[config.mk]
export PLATFORM = sky130hd
export DESIGN_NAME = wide_opnd_seq
export DESIGN_NICKNAME = d
export VERILOG_FILES = /design/src/rtl/wide_opnd_pkg.sv /design/src/rtl/wide_opnd_decode.sv /design/src/rtl/wide_opnd_addr.sv /design/src/rtl/wide_opnd_beats.sv /design/src/rtl/wide_opnd_seq.sv
export SDC_FILE = /design/constraint.sdc
export NUM_CORES = 1
export LEC_CHECK = 0
export ABC_AREA = 1
export CORE_MARGIN = 2
export CORE_UTILIZATION = 45
export CTS_CLUSTER_SIZE = 14
export DETAILED_ROUTE_END_ITERATION = 6
export HOLD_SLACK_MARGIN = 0.15
export PLACE_DENSITY = 0.71
export SLEW_MARGIN = 10
export SYNTH_ARGS = -nofsm -noshare
export SYNTH_HDL_FRONTEND = slang
export SYNTH_HIERARCHICAL = 1
export SYNTH_SLANG_ARGS = --single-unit
[constraint.sdc]
create_clock -name clk -period 2.5 [get_ports clk]
set_input_delay 0.75 -clock clk [delete_from_list [all_inputs] [get_ports clk]]
set_output_delay 0.75 -clock clk [all_outputs]
set_load 0.01 [all_outputs]
[src/rtl/wide_opnd_pkg.sv]
package wide_opnd_pkg;

  typedef enum logic [2:0] {
    K_DREG,
    K_IND,
    K_POST,
    K_PRE,
    K_DISP,
    K_ABS,
    K_BAD
  } ea_kind_e;

  typedef enum logic [2:0] {
    ST_IDLE,
    ST_EXT_A,
    ST_EXT_B,
    ST_CALC,
    ST_XFER,
    ST_FIN,
    ST_FAIL
  } seq_st_e;

  localparam int unsigned MAX_BEATS = 3;
  localparam int unsigned SIZE_W    = 2;
  localparam int unsigned BEAT_CW   = $clog2(MAX_BEATS + 1);

endpackage

[src/rtl/wide_opnd_decode.sv]
module wide_opnd_decode
  import wide_opnd_pkg::*;
#(
  parameter int unsigned RIW = 3
) (
  input  logic [2*RIW-1:0]  ea,
  input  logic [SIZE_W-1:0] size,
  output ea_kind_e          kind,
  output logic [RIW-1:0]    reg_no,
  output logic              legal
);

  logic [RIW-1:0] mode;

  assign mode   = ea[2*RIW-1:RIW];
  assign reg_no = ea[RIW-1:0];

  always_comb begin
    kind = K_BAD;
    unique case (mode)
      3'd0:    kind = (size == '0) ? K_DREG : K_BAD;
      3'd2:    kind = K_IND;
      3'd3:    kind = K_POST;
      3'd4:    kind = K_PRE;
      3'd5:    kind = K_DISP;
      3'd7:    kind = (reg_no == 3'd1) ? K_ABS : K_BAD;
      default: kind = K_BAD;
    endcase
    if (size == 2'd3) kind = K_BAD;
  end

  assign legal = (kind != K_BAD);

  always_comb begin
    AST_BAD_MODE_REJECT: assert (!((mode == 3'd1 || mode == 3'd6) && legal));
  end

endmodule

[src/rtl/wide_opnd_addr.sv]
module wide_opnd_addr
  import wide_opnd_pkg::*;
#(
  parameter int unsigned AW = 32,
  parameter int unsigned EW = 16
) (
  input  ea_kind_e          kind,
  input  logic [SIZE_W-1:0] size,
  input  logic [AW-1:0]     an_val,
  input  logic [EW-1:0]     ext_a,
  input  logic [EW-1:0]     ext_b,
  output logic [AW-1:0]     base_addr,
  output logic [AW-1:0]     an_next,
  output logic              an_update
);

  localparam int unsigned PADW = AW - EW;

  logic [AW-1:0] step;
  logic [AW-1:0] disp_sx;
  logic [AW-1:0] abs_addr;

  assign step     = AW'({size, 2'b00}) + AW'(4);
  assign disp_sx  = {{PADW{ext_a[EW-1]}}, ext_a};
  assign abs_addr = AW'({ext_a, ext_b});

  always_comb begin
    base_addr = an_val;
    an_next   = an_val;
    an_update = 1'b0;
    case (kind)
      K_POST: begin
        an_next   = an_val + step;
        an_update = 1'b1;
      end
      K_PRE: begin
        an_next   = an_val - step;
        base_addr = an_val - step;
        an_update = 1'b1;
      end
      K_DISP:  base_addr = an_val + disp_sx;
      K_ABS:   base_addr = abs_addr;
      default: ;
    endcase
  end

  always_comb begin
    AST_PRE_ADDR_IS_WB: assert (!(kind == K_PRE) || (base_addr == an_next));
  end

endmodule

[src/rtl/wide_opnd_beats.sv]
module wide_opnd_beats
  import wide_opnd_pkg::*;
#(
  parameter int unsigned DW = 32
) (
  input  logic                clk,
  input  logic                rst_n,
  input  logic                start,
  input  logic [BEAT_CW-1:0]  nbeats,
  input  logic [DW-1:0]       base,
  input  logic                write,
  input  logic [2*DW-1:0]     wdata,
  output logic                mem_valid,
  input  logic                mem_ready,
  output logic                mem_write,
  output logic [DW-1:0]       mem_addr,
  output logic [DW-1:0]       mem_wdata,
  input  logic [DW-1:0]       mem_rdata,
  output logic                fin,
  output logic [2*DW-1:0]     rdata
);

  logic               act_q, act_d;
  logic [BEAT_CW-1:0] beat_q, beat_d;
  logic [BEAT_CW-1:0] nb_q;
  logic [DW-1:0]      base_q;
  logic               wr_q;
  logic [2*DW-1:0]    wd_q;
  logic [DW-1:0]      hi_q, hi_d, lo_q, lo_d;
  logic               xfer, last;

  assign xfer = act_q & mem_ready;
  assign last = (beat_q == nb_q - BEAT_CW'(1));
  assign fin  = xfer & last;

  always_comb begin
    act_d  = act_q;
    beat_d = beat_q;
    hi_d   = hi_q;
    lo_d   = lo_q;
    if (start) begin
      act_d  = 1'b1;
      beat_d = '0;
      hi_d   = '0;
      lo_d   = '0;
    end else if (xfer) begin
      beat_d = beat_q + BEAT_CW'(1);
      if (last) act_d = 1'b0;
      if (!wr_q) begin
        if (beat_q == '0) begin
          if (nb_q == BEAT_CW'(1)) lo_d = mem_rdata;
          else                     hi_d = mem_rdata;
        end else if (beat_q == BEAT_CW'(1)) begin
          lo_d = mem_rdata;
        end
      end
    end
  end

  always_ff @(posedge clk or negedge rst_n) begin
    if (!rst_n) begin
      act_q  <= 1'b0;
      beat_q <= '0;
      hi_q   <= '0;
      lo_q   <= '0;
    end else begin
      act_q  <= act_d;
      beat_q <= beat_d;
      hi_q   <= hi_d;
      lo_q   <= lo_d;
    end
  end

  always_ff @(posedge clk or negedge rst_n) begin
    if (!rst_n) begin
      nb_q   <= '0;
      base_q <= '0;
      wr_q   <= 1'b0;
      wd_q   <= '0;
    end else if (start) begin
      nb_q   <= nbeats;
      base_q <= base;
      wr_q   <= write;
      wd_q   <= wdata;
    end
  end

  always_comb begin
    case (beat_q)
      BEAT_CW'(0): mem_wdata = (nb_q == BEAT_CW'(1)) ? wd_q[DW-1:0] : wd_q[2*DW-1:DW];
      BEAT_CW'(1): mem_wdata = wd_q[DW-1:0];
      default:     mem_wdata = '0;
    endcase
  end

  assign mem_valid = act_q;
  assign mem_write = wr_q;
  assign mem_addr  = base_q + DW'({beat_q, 2'b00});
  assign rdata     = {hi_q, lo_q};

  AST_BEAT_HELD: assert property (@(posedge clk) disable iff (!rst_n)
    mem_valid && !mem_ready |=> mem_valid && $stable(mem_addr) && $stable(mem_wdata));

  AST_BEAT_STRIDE: assert property (@(posedge clk) disable iff (!rst_n)
    mem_valid && mem_ready && !fin |=> mem_valid && (mem_addr == $past(mem_addr) + DW'(4)));

  AST_THIRD_STORE_ZERO: assert property (@(posedge clk) disable iff (!rst_n)
    mem_valid && mem_write && (beat_q == BEAT_CW'(2)) |-> (mem_wdata == '0));

endmodule

[src/rtl/wide_opnd_seq.sv]
module wide_opnd_seq
  import wide_opnd_pkg::*;
#(
  parameter int unsigned DW  = 32,
  parameter int unsigned EW  = 16,
  parameter int unsigned RIW = 3
) (
  input  logic              clk,
  input  logic              rst_n,
  input  logic              req_valid,
  output logic              req_ready,
  input  logic [2*RIW-1:0]  req_ea,
  input  logic [1:0]        req_size,
  input  logic              req_write,
  input  logic [2*DW-1:0]   req_wdata,
  input  logic              ext_valid,
  output logic              ext_ready,
  input  logic [EW-1:0]     ext_word,
  output logic [RIW-1:0]    areg_idx,
  input  logic [DW-1:0]     areg_val,
  output logic              areg_we,
  output logic [DW-1:0]     areg_wval,
  output logic [RIW-1:0]    dreg_idx,
  input  logic [DW-1:0]     dreg_val,
  output logic              dreg_we,
  output logic [DW-1:0]     dreg_wval,
  output logic              mem_valid,
  input  logic              mem_ready,
  output logic              mem_write,
  output logic [DW-1:0]     mem_addr,
  output logic [DW-1:0]     mem_wdata,
  input  logic [DW-1:0]     mem_rdata,
  output logic              done,
  output logic              err,
  output logic [2*DW-1:0]   rd_data
);

  seq_st_e         st_q, st_d;
  ea_kind_e        dec_kind, kind_q;
  logic [RIW-1:0]  dec_reg, reg_q;
  logic            dec_legal;
  logic [1:0]      size_q;
  logic            write_q;
  logic [2*DW-1:0] wdata_q;
  logic [EW-1:0]   ext_a_q, ext_b_q;
  logic [DW-1:0]   an_wval_q;
  logic            an_upd_q;
  logic            ld_req, ld_ext_a, ld_ext_b, eng_start, eng_fin;
  logic [DW-1:0]   base_addr, an_next;
  logic            an_update;
  logic [2*DW-1:0] eng_rdata;

  wide_opnd_decode #(.RIW(RIW)) u_dec (
    .ea     (req_ea),
    .size   (req_size),
    .kind   (dec_kind),
    .reg_no (dec_reg),
    .legal  (dec_legal)
  );

  wide_opnd_addr #(.AW(DW), .EW(EW)) u_addr (
    .kind      (kind_q),
    .size      (size_q),
    .an_val    (areg_val),
    .ext_a     (ext_a_q),
    .ext_b     (ext_b_q),
    .base_addr (base_addr),
    .an_next   (an_next),
    .an_update (an_update)
  );

  wide_opnd_beats #(.DW(DW)) u_beats (
    .clk       (clk),
    .rst_n     (rst_n),
    .start     (eng_start),
    .nbeats    (BEAT_CW'(size_q) + BEAT_CW'(1)),
    .base      (base_addr),
    .write     (write_q),
    .wdata     (wdata_q),
    .mem_valid (mem_valid),
    .mem_ready (mem_ready),
    .mem_write (mem_write),
    .mem_addr  (mem_addr),
    .mem_wdata (mem_wdata),
    .mem_rdata (mem_rdata),
    .fin       (eng_fin),
    .rdata     (eng_rdata)
  );

  always_comb begin
    st_d      = st_q;
    ld_req    = 1'b0;
    ld_ext_a  = 1'b0;
    ld_ext_b  = 1'b0;
    eng_start = 1'b0;
    case (st_q)
      ST_IDLE: begin
        if (req_valid) begin
          ld_req = 1'b1;
          if (!dec_legal) begin
            st_d = ST_FAIL;
          end else begin
            case (dec_kind)
              K_DREG:        st_d = ST_FIN;
              K_DISP, K_ABS: st_d = ST_EXT_A;
              default:       st_d = ST_CALC;
            endcase
          end
        end
      end
      ST_EXT_A: begin
        if (ext_valid) begin
          ld_ext_a = 1'b1;
          st_d     = (kind_q == K_ABS) ? ST_EXT_B : ST_CALC;
        end
      end
      ST_EXT_B: begin
        if (ext_valid) begin
          ld_ext_b = 1'b1;
          st_d     = ST_CALC;
        end
      end
      ST_CALC: begin
        eng_start = 1'b1;
        st_d      = ST_XFER;
      end
      ST_XFER: if (eng_fin) st_d = ST_FIN;
      default: st_d = ST_IDLE;
    endcase
  end

  always_ff @(posedge clk or negedge rst_n) begin
    if (!rst_n) st_q <= ST_IDLE;
    else        st_q <= st_d;
  end

  always_ff @(posedge clk or negedge rst_n) begin
    if (!rst_n) begin
      kind_q  <= K_BAD;
      reg_q   <= '0;
      size_q  <= '0;
      write_q <= 1'b0;
      wdata_q <= '0;
    end else if (ld_req) begin
      kind_q  <= dec_kind;
      reg_q   <= dec_reg;
      size_q  <= req_size;
      write_q <= req_write;
      wdata_q <= req_wdata;
    end
  end

  always_ff @(posedge clk or negedge rst_n) begin
    if (!rst_n)        ext_a_q <= '0;
    else if (ld_ext_a) ext_a_q <= ext_word;
  end

  always_ff @(posedge clk or negedge rst_n) begin
    if (!rst_n)        ext_b_q <= '0;
    else if (ld_ext_b) ext_b_q <= ext_word;
  end

  always_ff @(posedge clk or negedge rst_n) begin
    if (!rst_n) begin
      an_wval_q <= '0;
      an_upd_q  <= 1'b0;
    end else if (ld_req) begin
      an_upd_q  <= 1'b0;
    end else if (eng_start) begin
      an_wval_q <= an_next;
      an_upd_q  <= an_update;
    end
  end

  assign req_ready = (st_q == ST_IDLE);
  assign ext_ready = (st_q == ST_EXT_A) || (st_q == ST_EXT_B);
  assign areg_idx  = reg_q;
  assign dreg_idx  = reg_q;
  assign done      = (st_q == ST_FIN);
  assign err       = (st_q == ST_FAIL);
  assign areg_we   = done && an_upd_q;
  assign areg_wval = an_wval_q;
  assign dreg_we   = done && (kind_q == K_DREG) && write_q;
  assign dreg_wval = wdata_q[DW-1:0];
  assign rd_data   = (kind_q == K_DREG) ? {{DW{1'b0}}, dreg_val} : eng_rdata;

  AST_DONE_ONE_CYCLE: assert property (@(posedge clk) disable iff (!rst_n)
    done |=> !done);

  AST_ERR_QUIET: assert property (@(posedge clk) disable iff (!rst_n)
    err |-> !mem_valid && !areg_we && !dreg_we && !done && !ext_ready);

  AST_DREG_NO_BEAT: assert property (@(posedge clk) disable iff (!rst_n)
    (!req_ready && kind_q == K_DREG) |-> !mem_valid);

  AST_WB_ONLY_AUTO: assert property (@(posedge clk) disable iff (!rst_n)
    areg_we |-> (kind_q == K_POST || kind_q == K_PRE));

  AST_ABS_SECOND_WORD: assert property (@(posedge clk) disable iff (!rst_n)
    (st_q == ST_EXT_B) |-> (kind_q == K_ABS));

endmodule

==> results of run 1 <==
final cells by class:
cell class | count | share of cell area [%]
Multi-Input combinational cell | 2129 | 38.62
Sequential cell | 307 | 25.38
Timing Repair Buffer | 782 | 24.41
Inverter | 403 | 5.113
Clock buffer | 52 | 3.405
Tap cell | 592 | 2.443
Clock inverter | 14 | 0.6108
Antenna cell | 3 | 0.02476
power by group through the flow:
stage	Combinational [W]	Sequential [W]	Clock, W
after global placement	0.0193	0.00890	0
final	0.0247	0.00907	0.00547
after global routing	0.0264	0.00930	0.00575
after CTS	0.0214	0.00892	0.00553
after floorplan	0.0102	0.00856	0
after detailed placement	0.0195	0.00895	0
cell usage in the layout, fill, tap and decap left out, types with 7 or more instances in the layout:
| cell type | netlist | layout |
|---|---|---|
| a21oi_1 | 42 | 30 |
| a21oi_2 | 1 | 10 |
| buf_12 | 0 | 31 |
| buf_2 | 53 | 52 |
| buf_4 | 51 | 309 |
| buf_6 | 21 | 106 |
| buf_8 | 0 | 7 |
| clkbuf_1 | 34 | 10 |
| clkbuf_16 | 0 | 42 |
| clkdlybuf4s50_1 | 0 | 236 |
| dfrtp_1 | 305 | 297 |
| dfrtp_2 | 0 | 8 |
| dlygate4sd2_1 | 0 | 9 |
| dlymetal6s2s_1 | 0 | 17 |
| ha_1 | 43 | 13 |
| ha_4 | 0 | 27 |
| inv_1 | 389 | 368 |
| inv_2 | 12 | 24 |
| nand2_1 | 1206 | 1106 |
| nand2_2 | 13 | 79 |
| nand2_4 | 2 | 32 |
| nand3_1 | 231 | 199 |
| nand3_2 | 10 | 37 |
| nand4_1 | 42 | 42 |
| nor2_1 | 213 | 148 |
| nor2_2 | 17 | 32 |
| nor2_4 | 10 | 60 |
| nor3_1 | 17 | 11 |
| nor3_2 | 6 | 11 |
| o211ai_1 | 21 | 21 |
| o21ai_0 | 142 | 132 |
| o21ai_1 | 19 | 25 |
| o22ai_2 | 0 | 15 |
| o22ai_4 | 0 | 17 |
| or2_2 | 7 | 7 |
| xor2_1 | 19 | 18 |
synthesized netlist by cell type, types with 2 or more instances:
cell type,instances,area share [%]
and2_1,6,0.19
o21bai_1,3,0.11
o221ai_1,5,0.22
nand3_1,231,5.8
buf_4,51,1.9
o2111ai_1,2,0.087
fa_1,4,0.40
nand2_4,2,0.11
o21ai_1,19,0.47
clkinv_1,2,0.037
nand3_2,10,0.50
a21oi_1,42,1.0
buf_6,21,1.2
xor2_1,19,0.83
nand2_2,13,0.41
nor2_1,213,4.0
nor3_1,17,0.42
inv_1,389,7.3
nor3_2,6,0.30
or2_2,7,0.22
a22oi_1,2,0.075
clkbuf_1,34,0.64
ha_1,43,2.7
o22ai_1,32,1.0
o21ai_0,142,3.5
dfstp_2,2,0.26
nor2_4,10,0.56
nand2_1,1206,23
o211ai_1,21,0.79
buf_2,53,1.3
and3_1,2,0.062
nor2_2,17,0.53
inv_2,12,0.22
nor2_8,3,0.30
dfrtp_1,305,38
nand4_1,42,1.3
what timing repair did:
item | 4_1_cts | 5_1_grt
setup endpoints to repair | 169 | 173
endpoints found under the hold margin | 37 | 0
gates cloned | 12 | 5
hold buffers | 1 | 0
resized for setup | 739 | 431
buffers inserted | 33 | 41
pin swaps | 41 | 99
kinds of logic after synthesis:
| family | after synthesis | synth area share (%) |
|---|---|---|
| adders and majority gates | 47 | 3.085 |
| and+or+nand+nor | 1790 | 37.48 |
| xor gates and xnor gates | 20 | 0.8743 |
| buffers and inverters | 563 | 12.63 |
| DFF | 307 | 38.36 |
| AOI/OAI and AO/OA | 272 | 7.575 |
path summary, 6_finish.rpt:
path / start / endpoint / slack [ns] / cells after the start
min in group asynchronous: rst_n / ext_a_q[14]$_DFFE_PN0P_ / 0.70 / 2
min: wdata_q[61]$_DFFE_PN0P_ / u_beats/wd_q[61]$_DFFE_PN0P_ / 0.46 / 2
max reg2reg: size_q[0]$_DFFE_PN0P_ / areg_wval[21]$_DFFE_PN0P_ / 0.06 / 13
max in group asynchronous: rst_n / u_beats/hi_q[17]$_DFFE_PN0P_ / 1.01 / 3
max: u_beats/beat_q[1]$_DFFE_PN0P_ / mem_wdata[7] / -0.50 / 11
min reg2reg: wdata_q[61]$_DFFE_PN0P_ / u_beats/wd_q[61]$_DFFE_PN0P_ / 0.46 / 2
critical path: stages, from the launching register on:
cell and delay (ns):
dfrtp_1 0.39, buf_6 0.14, inv_4 0.06, ha_4 0.14
inv_4 0.03, nor2_4 0.13, clkinv_4 0.09, buf_12 0.16
buf_8 0.14, buf_6 0.11, o22ai_2 0.14, buf_2 0.15
metal layers:
metal  global-route usage, %  part of all wire, %
met3                   6.497                  7.9
met1                   48.95                   43
met2                   54.67                   46
met5                       0                0.013
met4                   10.37                  3.3
sequential cells by signal (all words and copies together), names as in the netlist, 3 cells and up:
name,count
u_beats/wd_q,64
wdata_q,64
ext_a_q,16
areg_idx,3
u_beats/lo_q,32
st_q,3
kind_q,3
ext_b_q,16
u_beats/base_q,32
areg_wval,32
u_beats/hi_q,32
stage by stage:
stage	area (µm²)	power [W]	hold WS (ns)	util, %	setup TNS, ns
finish	30320	0.03921	0.4563	68.71	-32.87
CTS	28480	0.03586	0.4544	64.54	-33.30
floorplan	20040	0.01871	0.4422	-	0
detailed placement	26290	0.02850	0.4588	59.58	-57.04
global route	30310	0.04147	0.4877	68.70	-40.72
global placement	26290	0.02817	0.4543	59.58	-54.52
==> run metrics, run 1 <==
status complete, but fails checks; failing checks DRC, setup timing; Worst EP required between 1.5 and 2 ns; Detailed Route Iter0 Violations 2135; die height 215.0 µm; Max FO, Critical Path 6; largest net degree at the start of global routing 129; total internal power 0.02137 W; total die area 46230 µm²; Psw 0.01784 W; worst slew pin tran approximately 0.54 ns; GRT Resource Usage Total 34.80%; WL final 84990 µm; clock root buffer clkbuf_16; DRC violations left 3; Worst Path Class, Setup reg -> out; Placed Cells roughly 4100; Min-Delay Path Class reg -> reg; # fillers 3615; layout overhead on the synthesized area 51.32%; Syn Inst Count 2999; buffers added on ports roughly 400; vias per inst around 5.3; max-slew violations 0; die width 215.0 µm; first-pass GRT wire length 125400 µm; cell row count 77; nets 3897; Power Density between 1000 and 1500 nW/µm²; Routed Antenna Nets 0; clock share of power between 10 and 15%; clock latency at the later pin of the worst-skew pair 0.58 ns; Max Cap Viol 0; CTS Buf Count 37; final instance count without filler cells about 4300; final hold vios 0; Clk pin slew, worst setup/hold paths 0.06 ns; Post-Syn Area between 20000 and 25000 µm²; Seq/Total Area, Yosys a little under two fifths; GPL Wtd Cong 0.9956; Seq cells post-synth 307; Cell variety after synth 47; yosys synthesis warning count 6; vias in the first global route 21620; Final Critical Period 3.004 ns; Avg Inst Size Synth 6.681 µm²; CP endpoint kind output port; antenna violations before repair 4; Final setup viols 122; clk_skew 0.03843 ns; sequential cell fraction of total power 23.1%; f_max 0.3329 GHz; dpl ws -0.8466 ns; syn nets 3236; switch share a little under half; Slew HR between 60 and 70%; period utilization 120.2%; RSZ-0062 raised after global routing true; maximum root-to-sink buffer count 3; share of post-route cells with drive strength above 1 between 20% and 30%; combinational fraction of design power between 60% and 70%; register area 7695 µm²; TritonCTS clock tree yes; Core Area 44120 µm²; multi-input logic area 11710 µm²; Post-synth EDFFs 0; final worst setup slack -0.5041 ns; Pleak 15.37 nW; Async S/R FF share, synth 100.0%; startpoint types register; WL/cell 19.85 µm; GRT overflow 0; DP HPWL 60810 µm; highest ir drop seen on vdd 0.8062 mV; arrival time worst endpoint 2.25 ns; Ports 396; Initial DRT Pass Iterations 7; via count 22780; H-tree levels 2; main flop type after synthesis dfrtp_1; Initial Utilization 45.41%; CTS sink count 307
Power figures use the tool's default switching activity.
==> run 2: changes to the inputs <==
--- a/config.mk
+++ b/config.mk
@@ -6,6 +6,7 @@
 export NUM_CORES = 1
 export LEC_CHECK = 0
 export ABC_AREA = 1
+export CORE_ASPECT_RATIO = 0.7
 export CORE_MARGIN = 2
 export CORE_UTILIZATION = 45
 export CTS_CLUSTER_SIZE = 14
==> run 2 against run 1 <==
  * The flow still finishes with violations (DRC, setup timing)
  * Total power up 0.40%
  * Register-to-register slack barely moved
  * Cell count rose by 0.72%
  * Utilization increased by 0.35 points
  * Worst hold slack improved by 0.018 ns
  * Clock skew down 0.015 ns
  * Sequential cell count unchanged
  * Design area shrank 0.22%
  * Sequential share of layout area is essentially flat
  * Global-route usage increased by 1.2 points
  * Routed wire length grew 4.7%
  * Critical path type unchanged
  * Critical endpoint is now mem_addr[16]
  * Largest cell class unchanged
  * Highest routed layer unchanged
==> run metrics, run 2 (synthesis results as in run 1) <==
clock latency at the later pin of the worst-skew pair 0.60 ns; Slowest Stage Delay on Critical Path 0.42 ns; f_max ~0.33 GHz; Max FO, Critical Path 4; r2r endpoint areg_wval[11]$_DFFE_PN0P_; commonest non-fill, non-tap cell in the layout nand2_1; share of post-route cells with drive strength above 1 26.18%; Slew HR around three fifths; via count 23160; CTS sink count 307; final hold vios 0; Detailed Route Iter0 Violations 2548; Hold Startpoint wdata_q[50]$_DFFE_PN0P_; r2r startpoint size_q[0]$_DFFE_PN0P_; CP endpoint kind output port; r2r worst-path depth 13; Min-Delay Endpoint wdata_q[50]$_DFFE_PN0P_; maximum root-to-sink buffer count 3; first-pass GRT wire length approximately 130000 µm; startpoint types register; clock root buffer clkbuf_16; GPL Wtd Cong 1.081; largest net degree at the start of global routing 74; TritonCTS clock tree yes; Initial DRT Pass Iterations 7; DRC violations left 1; Max Cap Viol 0; highest ir drop seen on vdd 0.7388 mV; Final Critical Period 3.069 ns; CTS Buf Count 31; failing checks DRC, setup timing; GRT Resource Usage Total about 36%; Worst Path Class, Setup reg -> out; WL/cell 20.63 µm; vias per inst 5.369; critical path's most frequent cell buf_6; DP HPWL 64220 µm; clk_skew 0.02344 ns; Final Cell Area 30250 µm²; Initial Utilization 45.74%; Clk pin slew, worst setup/hold paths 0.07 ns; Worst EP required 1.75 ns; H-tree levels 1; reg2reg setup slack 0.07 ns; Placement Cell Area 26490 µm²; biggest regs u_beats/wd_q x64, wdata_q x64; die width 256.2 µm; cell row count 64; critical-path cell list buf_6 > fa_2 > nand3_4 > buf_6 > nor2_4 > nand3_2 > xor2_1 > buf_4; worst slew pin tran between 0.6 and 0.7 ns; critical path's slowest cell dfrtp_1; Routed Antenna Nets 0; Final setup viols 126; Min-Delay Path Class reg -> reg; die height 180.5 µm; RSZ-0062 raised after global routing true; Ports roughly 400; Core Area 43800 µm²; WL final 88990 µm; layout overhead on the synthesized area 50.99%; highest-count cells in the layout ignoring fill and taps nand2_1 (1105), inv_1 (368), buf_4 (327), dfrtp_1 (300), clkdlybuf4s50_1 (246); buffers added on ports 395; Power Density 1301 nW/µm²; Min Hold Slack between 0.4 and 0.5 ns; nets 3929; Pleak 15.39 nW; period utilization 122.8%; vias in the first global route around 21000; hold path cells 2; max-slew violations 0; antenna violations before repair 2; dpl ws -0.7276 ns; final worst setup slack -0.5693 ns; total die area between 40000 and 50000 µm²; status complete, but fails checks; GRT overflow 0; arrival time worst endpoint 2.32 ns
-- run 2: how the worst max path moves through the flow --
stage,start,end,slack (ns),cells after the start
detailed placement,areg_val[0],u_beats/base_q[28]$_DFFE_PN0P_,-0.73,19
floorplan,areg_val[0],u_beats/base_q[28]$_DFFE_PN0P_,0.06,17
global placement,areg_val[0],u_beats/base_q[28]$_DFFE_PN0P_,-0.75,19
CTS,u_beats/base_q[2]$_DFFE_PN0P_,mem_addr[16],-0.60,8
finish,u_beats/beat_q[1]$_DFFE_PN0P_,mem_addr[16],-0.57,8
global route,u_beats/beat_q[1]$_DFFE_PN0P_,mem_addr[16],-0.62,8
-- run 2: metrics by stage --
stage	cells	util, %	total power [W]	setup TNS [ns]
after detailed placement	4154	60.49	0.02902	-53.78
after floorplan	2999	-	0.01871	0
after global routing	4312	69.06	0.04145	-45.80
after CTS	4282	65.08	0.03568	-43.18
after global placement	4154	60.49	0.02870	-51.01
final	4313	69.06	0.03937	-38.99
-- run 2: power by group --
group          internal, W  switching (W)  total [W]
sequential         0.00729        0.00186    0.00915
combinational       0.0114         0.0141     0.0255
clock              0.00257        0.00215    0.00472
-- run 2: metal layers --
layer	vias up	GRT usage, %	wire, µm
li1	10690	-	-
met1	11070	52.95	39040
met2	1212	51.57	37280
met3	177	10.08	9824
met4	2	9.918	2833
met5	-	0	12
-- run 2: what timing repair did --
item | in CTS | in global routing
gates resized for setup | 737 | 387
endpoints found under the hold margin | 53 | 0
pin swaps | 22 | 75
setup buffers | 59 | 35
setup endpoints to repair | 157 | 173
cloned | 11 | 6
hold buffers | 1 | 0
-- run 2: area by class of cell --
cell class	count	area [µm²]
antenna	2	5.005
clock buffer	46	882.1
clock inverter	12	122.6
fill	3559	13550
inverter	403	1546
multi-input combinational	2129	11430
sequential	307	7691
tap	594	743.2
timing repair buffer	820	7826
-- run 2: worst max-delay path, delay by kind of cell, from the launching register on --
kind | cells | cell delay (ns)
XOR/XNOR | 1 | 0.19
adder cells (fa/ha/maj) | 1 | 0.41
buffers and inverters | 3 | 0.44
flip-flops | 1 | 0.42
AND/OR/NAND/NOR | 3 | 0.25
